`config.mk`:
```
export PLATFORM = sky130hd
export DESIGN_NAME = remote_power_ctl
export DESIGN_NICKNAME = d
export VERILOG_FILES = /design/src/rtl/remote_power_pkg.sv /design/src/rtl/rpc_pulse_timer.sv /design/src/rtl/rpc_poff_latch.sv /design/src/rtl/rpc_fan_gate.sv /design/src/rtl/remote_power_ctl.sv
export SDC_FILE = /design/constraint.sdc
export NUM_CORES = 1
export LEC_CHECK = 0
export ABC_AREA = 1
export CORE_UTILIZATION = 36
export DETAILED_ROUTE_END_ITERATION = 6
export GPL_TIMING_DRIVEN = 0
export PLACE_DENSITY = 0.77
export SYNTH_ARGS = -nofsm -noshare
export SYNTH_HDL_FRONTEND = slang
export SYNTH_HIERARCHICAL = 1
export SYNTH_SLANG_ARGS = --single-unit
```
`constraint.sdc`:
```
create_clock -name clk -period 1.6 [get_ports clk]
set_clock_uncertainty 0.15 [all_clocks]
set_input_delay 0.32 -clock clk [delete_from_list [all_inputs] [get_ports clk]]
set_output_delay 0.32 -clock clk [all_outputs]
set_load 0.005 [all_outputs]
```
`src/rtl/remote_power_pkg.sv`:
```
package remote_power_pkg;

    localparam int BIT_RESET = 0;
    localparam int BIT_POFF  = 1;
    localparam int NUM_CTRL  = 2;

    typedef enum logic [0:0] {
        PS_IDLE = 1'b0,
        PS_LOW  = 1'b1
    } pulse_state_e;

endpackage

```
`src/rtl/rpc_pulse_timer.sv`:
```
module rpc_pulse_timer
    import remote_power_pkg::*;
#(
    parameter int WIDTH_TICKS = 125
) (
    input  logic clk,
    input  logic por_n,
    input  logic trig,
    input  logic tick_us,
    output logic pin_n,
    output logic busy
);

    localparam int CW = $clog2(WIDTH_TICKS + 1);
    localparam logic [CW-1:0] LAST = CW'(WIDTH_TICKS);

    pulse_state_e state_q;
    logic [CW-1:0] cnt_q;

    // State register and tick counter
    always_ff @(posedge clk or negedge por_n) begin
        if (!por_n) begin
            state_q <= PS_IDLE;
            cnt_q   <= '0;
        end else begin
            unique case (state_q)
                PS_IDLE: begin
                    if (trig) begin
                        state_q <= PS_LOW;
                        cnt_q   <= '0;
                    end
                end
                PS_LOW: begin
                    // a trigger here is ignored: counter is not reloaded
                    if (tick_us) begin
                        if (cnt_q == LAST) begin
                            state_q <= PS_IDLE;
                        end else begin
                            cnt_q <= cnt_q + 1'b1;
                        end
                    end
                end
                default: state_q <= PS_IDLE;
            endcase
        end
    end

    // Outputs from state
    always_comb begin
        unique case (state_q)
            PS_LOW:  begin pin_n = 1'b0; busy = 1'b1; end
            default: begin pin_n = 1'b1; busy = 1'b0; end
        endcase
    end

    // Checker: ticks observed while the pin is low
    int ck_ticks;
    always_ff @(posedge clk or negedge por_n) begin
        if (!por_n) begin
            ck_ticks <= 0;
        end else if (pin_n) begin
            ck_ticks <= 0;
        end else if (tick_us) begin
            ck_ticks <= ck_ticks + 1;
        end
    end

    assert_min_width_R2: assert property (@(posedge clk) disable iff (!por_n)
        $rose(pin_n) |-> (ck_ticks >= WIDTH_TICKS))
        else $error("reset pulse shorter than minimum width");

    assert_max_width_R2: assert property (@(posedge clk) disable iff (!por_n)
        !pin_n |-> (ck_ticks <= WIDTH_TICKS + 1))
        else $error("reset pulse longer than maximum width");

    assert_no_retrigger_R4: assert property (@(posedge clk) disable iff (!por_n)
        (!pin_n && trig && !tick_us) |=> $stable(cnt_q))
        else $error("retrigger disturbed the pulse counter");

endmodule

```
`src/rtl/rpc_poff_latch.sv`:
```
module rpc_poff_latch (
    input  logic clk,
    input  logic por_n,
    input  logic sys_rst_n,
    input  logic set_req,
    output logic poff
);

    logic poff_q;

    // System reset low has priority over a set request
    always_ff @(posedge clk or negedge por_n) begin
        if (!por_n) begin
            poff_q <= 1'b0;
        end else if (!sys_rst_n) begin
            poff_q <= 1'b0;
        end else if (set_req) begin
            poff_q <= 1'b1;
        end
    end

    assign poff = poff_q;

    assert_poff_hold_R5: assert property (@(posedge clk) disable iff (!por_n)
        (poff && sys_rst_n) |=> poff)
        else $error("power-off latch released without system reset");

    assert_poff_clear_R6: assert property (@(posedge clk) disable iff (!por_n)
        !sys_rst_n |=> !poff)
        else $error("power-off latch not cleared by system reset");

endmodule

```
`src/rtl/rpc_fan_gate.sv`:
```
module rpc_fan_gate #(
    parameter int FAN_W = 8
) (
    input  logic             sys_rst_n,
    input  logic [FAN_W-1:0] fan_code_in,
    output logic [FAN_W-1:0] fan_code_out,
    output logic             lock_clear
);

    // fan forced off and lock release requested while system power is removed
    always_comb begin
        if (!sys_rst_n) begin
            fan_code_out = '0;
            lock_clear   = 1'b1;
        end else begin
            fan_code_out = fan_code_in;
            lock_clear   = 1'b0;
        end
    end

endmodule

```
`src/rtl/remote_power_ctl.sv`:
```
module remote_power_ctl
    import remote_power_pkg::*;
#(
    parameter int DATA_W      = 8,
    parameter int FAN_W       = 8,
    parameter int WIDTH_TICKS = 125
) (
    input  logic              clk,
    input  logic              por_n,
    input  logic              sys_rst_n,
    input  logic              wr_en,
    input  logic [DATA_W-1:0] wr_data,
    input  logic              tick_us,
    input  logic [FAN_W-1:0]  fan_code_in,
    output logic              rrst_n,
    output logic              poff,
    output logic [DATA_W-1:0] rd_data,
    output logic [FAN_W-1:0]  fan_code_out,
    output logic              lock_clear
);

    localparam int RSVD_W = DATA_W - NUM_CTRL;

    logic trig;
    logic set_req;
    logic busy;
    logic unused_rsvd;

    // Writing 0 to a control bit does nothing
    assign trig        = wr_en & wr_data[BIT_RESET];
    assign set_req     = wr_en & wr_data[BIT_POFF];
    assign unused_rsvd = ^wr_data[DATA_W-1:NUM_CTRL];

    rpc_pulse_timer #(
        .WIDTH_TICKS (WIDTH_TICKS)
    ) u_pulse (
        .clk     (clk),
        .por_n   (por_n),
        .trig    (trig),
        .tick_us (tick_us),
        .pin_n   (rrst_n),
        .busy    (busy)
    );

    rpc_poff_latch u_poff (
        .clk       (clk),
        .por_n     (por_n),
        .sys_rst_n (sys_rst_n),
        .set_req   (set_req),
        .poff      (poff)
    );

    rpc_fan_gate #(
        .FAN_W (FAN_W)
    ) u_fan (
        .sys_rst_n    (sys_rst_n),
        .fan_code_in  (fan_code_in),
        .fan_code_out (fan_code_out),
        .lock_clear   (lock_clear)
    );

    // Readback: reserved bits zero
    assign rd_data = {{RSVD_W{1'b0}}, poff, busy};

    assert_busy_matches_pin_R3: assert property (@(posedge clk) disable iff (!por_n)
        rd_data[BIT_RESET] == !rrst_n)
        else $error("readback bit 0 disagrees with reset pin");

endmodule

```
# Yosys cells after proc, flatten, opt, wreduce, memory -nomap -nowiden
# Cells that the tools add are included.
[word_totals]
reg_bits = 9
out_inout_bits = 19
wordCells = 27
inputBits = 21
[classes]
n_bitwise = 3
addsub = 1
muxes = 14
eq_ne = 5
n_reduce_logical = 1
[ops]
columns = ["operator", "n"]
rows = [
  ["$mux 7", 3],
  ["$pmux 7 s2", 1],
  ["$mux 1", 8],
  ["$mux 8", 1],
  ["$add 7x1->7 const B", 1],
  ["$eq 7x7->1 const B", 1],
  ["$ne 2x2->1 const B", 3],
  ["$reduce_and 3->1", 1],
  ["$and 1x1->1", 2],
  ["$ne 2x1->1 const B", 1],
  ["$pmux 1 s2", 1],
  ["$not 1->1", 1],
]

# Depth between registers and ports, before layout
[depth]
depth_word = 4
depth_mapped = 9
mapped_depth_nobuf = 8

# By module
# The synthesis kept the hierarchy.
[by_module_without_submodules]
columns = ["module", "cells_per_inst", "area_each_um2", "seq_area_each_um2", "n_inst"]
rows = [
  ["rpc_pulse_timer", 64, 488.0, 200.2, 1],
  ["remote_power_ctl", 13, 78.8, 0.0, 1],
  ["rpc_fan_gate", 18, 75.1, 0.0, 1],
  ["rpc_poff_latch", 4, 36.3, 25.0, 1],
]

# Worst setup path after synthesis
# No wires, ideal clock.
[synth_timing]
kind = "flip-flop to flip-flop"
from = "register u_pulse.cnt_q[0]"
to = "register u_pulse.cnt_q[2]"
arrival_time_ns = 1.090
stages_incl_launch_ff = 9
path_buffers = 1
slack_ns = 0.234
setup_ns = 0.126
period_less_slack_ns = 1.366
cell_sequence = "dfrtp_1 -> ha_1 -> nand2_1 -> nor2_1 -> nand2_2 -> nand3_2 -> buf_6 -> nand2_1 -> o21ai_0"
[synth_between]
elab_chain_len = 4
elab_cells_between_ends = 7
classes_between = "1 x add/sub; 2 x eq/ne; 3 x mux; 1 x reduce/logical"
[synth_rtl]
columns = ["item", "line", "source"]
rows = [
  ["start: declaration", "rpc_pulse_timer.sv:18", "logic [CW-1:0] cnt_q;"],
  ["start signal: assignment", "rpc_pulse_timer.sv:39", "cnt_q <= cnt_q + 1'b1;"],
  ["$add 7x1->7", "rpc_pulse_timer.sv:39", ""],
  ["$mux 7", "rpc_pulse_timer.sv:36", "if (cnt_q == LAST) begin"],
  ["$mux 7", "rpc_pulse_timer.sv:35", "if (tick_us) begin"],
  ["$pmux 7 s2", "rpc_pulse_timer.sv:26", "unique case (state_q)"],
]
# Several ways; a longest one is shown, not always the timed one. The select of a mux whose other input is x is not followed.
# A chain may end at the register's enable or synchronous reset.

# Final worst setup path
[layout_timing]
from = "input fan_code_in[5]"
to = "output fan_code_out[5]"
[layout_between]
elab_chain_len = 1
[layout_rtl]
columns = ["item", "line", "source"]
rows = [
  ["start: declaration", "remote_power_ctl.sv:14", "input logic [FAN_W-1:0] fan_code_in,"],
  ["$mux 8", "rpc_fan_gate.sv:12", "if (!sys_rst_n) begin"],
  ["end: declaration", "remote_power_ctl.sv:18", "output logic [FAN_W-1:0] fan_code_out,"],
]
# No other way between the ends.

==> results.cfg <==
[final_layout]
nets = 161
drive_gt1_frac = 0.1679
diodes = 0
instances_no_fill = 162
final_area_um2 = 1026
area_growth_pct = 51.29

[critical_path]
r2r_slack_ps = 120
r2r_cells = 8
start_kind = input port
timing.rr.end = u_pulse/cnt_q[2]$_DFFE_PN0P_
timing.rr.start = u_pulse/cnt_q[0]$_DFFE_PN0P_
crit_required_ps = 1130
worstPathArrival_ps = 1100
crit_type = input port to output port
critPathMaxFanout = 1
end_kind = output port

[die]
ioPinCount = 40
dieArea_um2 = 2061
num_rows = 15
die_x_um = 45.40
initial_core_util = 0.3885
chipHeight_um = 45.40
core_area_um2 = 1745

[synth]
synth_top_area_cell = dfrtp_1
syn_area_um2 = 678.2
synth_area_per_cell_um2 = 6.850
yosys.cell_count.top_type = nand2_1
synthAdderAreaFrac = 0.03690
yosys_warnings = 6
yosys.area_share.simple = 0.3155
ys.flop_type = dfrtp_1
yosysUniqueCellTypes = 20
synth-edff-count = 0
syn_inst = 99
netlist_top_cells_count = nand2_1, inv_1, buf_4, dfrtp_1
synthMuxAreaShare = 0
synth_top_family_by_area = simple AND/OR/NAND/NOR gates
synth_compound_area_frac = 0.05904
synth.top_cell.area_share = 0.3321
synthTopCellsByArea = dfrtp_1, nand2_1, buf_4
synth_xor_area_frac = 0.01292
async_flop_share = 1.000
ys_ff_latch = 9
ys_seq_area_frac = 0.3321

[grt]
grt_start_max_net_pins = 11
grt_overflow = 0
grt_util_all_layers = 0.1628
grt_pass1_wl_mm = 2.401
antenna_found_initial = 0
grt_pass1_vias = 580

[pwr]
power_density_nw_per_um2 = 788.1
p_sw_mw = 0.2740
finalPower_mw = 0.8086
internal-power_mw = 0.5345
p_leak_nw = 0.5881
p_sw_frac = 0.3389
max-vdd-ir-drop_v = 0.0005389
seqPwrFrac = 0.440
pwr-share-clk = 0.217
p_comb_frac = 0.343

[flow_run]
drv_cap = 0

[sta]
finalMaxSlewViolations = 0
hold_slack_ps = 204.4
min_period_over_period = 0.9806
setup_viol = 0
period_needed_ps = 1569
finalHoldViolations = 0
fmaxAchievable_ghz = 0.6374

[routing]
routedWlPerCell_um = 9.290
viasPerCell = 4.142
drt_first_iter_violations = 9
ant_nets = 0
drc = 0
wirelength_mm = 1.505
vias = 671
drtPass1Iterations = 4

[clock_tree]
clock-sinks = 9
numCtsBuffers = 3
htree_levels = 1
cts_tree = yes
clock_path_buffers = 2
path_clk_slew_ps = 60
clock-root-buffer = clkbuf_4
clk_latency_ps = 260

[placement]
numPortBuffers = 27
routabilityCongestion = 0.8024
dpl-instance-area_um2 = 998.5
placedCellCount = 156
hpwl_mm = 1.172

[min_path]
hp-class = input port to async pin

[status]
status = finished clean
[worst max-delay path: stages]
cell,delay (ps)
clkdlybuf4s50_1,460
nand2_1,50
inv_1,40
dlygate4sd2_1,220
[sequential cells by signal (all words and copies together) (netlist names)]
register	count
u_poff/poff	1
u_pulse/cnt_q	7
u_pulse/state_q	1
[worst max-delay path by stage]
stage	slack (ps)	from	depth (start not counted)	endpoint
after detailed placement	-420	sys_rst_n	5	fan_code_out[2]
after CTS	20	u_pulse/state_q$_DFF_PN0_	3	rrst_n
after floorplan	230	u_pulse/cnt_q[0]$_DFFE_PN0P_	8	u_pulse/cnt_q[2]$_DFFE_PN0P_
after global placement	-400	sys_rst_n	5	fan_code_out[3]
after global routing	-3	u_pulse/cnt_q[0]$_DFFE_PN0P_	8	u_pulse/cnt_q[0]$_DFFE_PN0P_
final	30	fan_code_in[5]	4	fan_code_out[5]
[routing by layer]
layer / part of all wire / track usage / routed length (um)
met4: 0.016 / 0.07273 / 24
met3: 0.039 / 0.05952 / 58
met2: 0.52 / 0.2543 / 787
met1: 0.42 / 0.1985 / 635
met5: 0 / 0 / 0
[stage by stage]
step                      setup WS [ps]  setup TNS (ps)  utilization
final                             31.04               0       0.5878
after global placement           -401.9           -3917       0.5720
after floorplan                   234.4               0            -
after detailed placement         -420.1           -4177       0.5720
after global routing             -2.992          -2.992       0.5878
after CTS                         18.80               0       0.5821
[cells by family (layout without fill, tap and decap cells)]
group           Yosys count  count (layout)
fa+ha+maj                 2               2
xor+xnor                  1               1
buf+inv                  30              63
compound gates            8               8
flops                     9               9
other cells               1               6
simple gates             48              48
[power groups by stage]
| stage | Clock (mW) | Combinational, mW | Sequential, mW |
|---|---|---|---|
| 2_1_floorplan | 0 | 0.189 | 0.343 |
| 3_3_place_gp | 0 | 0.274 | 0.355 |
| 3_5_place_dp | 0 | 0.279 | 0.359 |
| 4_1_cts | 0.187 | 0.272 | 0.355 |
| 5_1_grt | 0.195 | 0.325 | 0.366 |
| 6_report | 0.175 | 0.277 | 0.356 |
[final cells by class]
type | count | area [um^2]
Fill cell | 177 | 719.4
Tap cell | 25 | 31.28
Clock buffer | 4 | 26.28
Buffer | 11 | 93.84
Multi-Input combinational cell | 65 | 310.3
Inverter | 19 | 71.32
Sequential cell | 9 | 225.2
Timing Repair Buffer | 29 | 267.8
[cells in the final DEF (no fill, tap or decap), drive strengths merged]
cell	count
clkdlybuf4s50	13
dlygate4sd2	8
nand3b	1
buf	13
conb	6
nand2	31
nand4	1
ha	2
or2	4
nand3	6
nor2	5
inv	19
clkdlybuf4s15	5
xor2	1
clkbuf	5
o21ai	8
dfrtp	9
[repair_timing]
action / in CTS / in global routing
endpoints found under the setup margin: 13 / 7
hold buffers: 0 / 0
cloned: 1 / 0
buffers inserted: 0 / 1
gates resized for setup: 15 / 7
(Power assumes the default switching activity.)
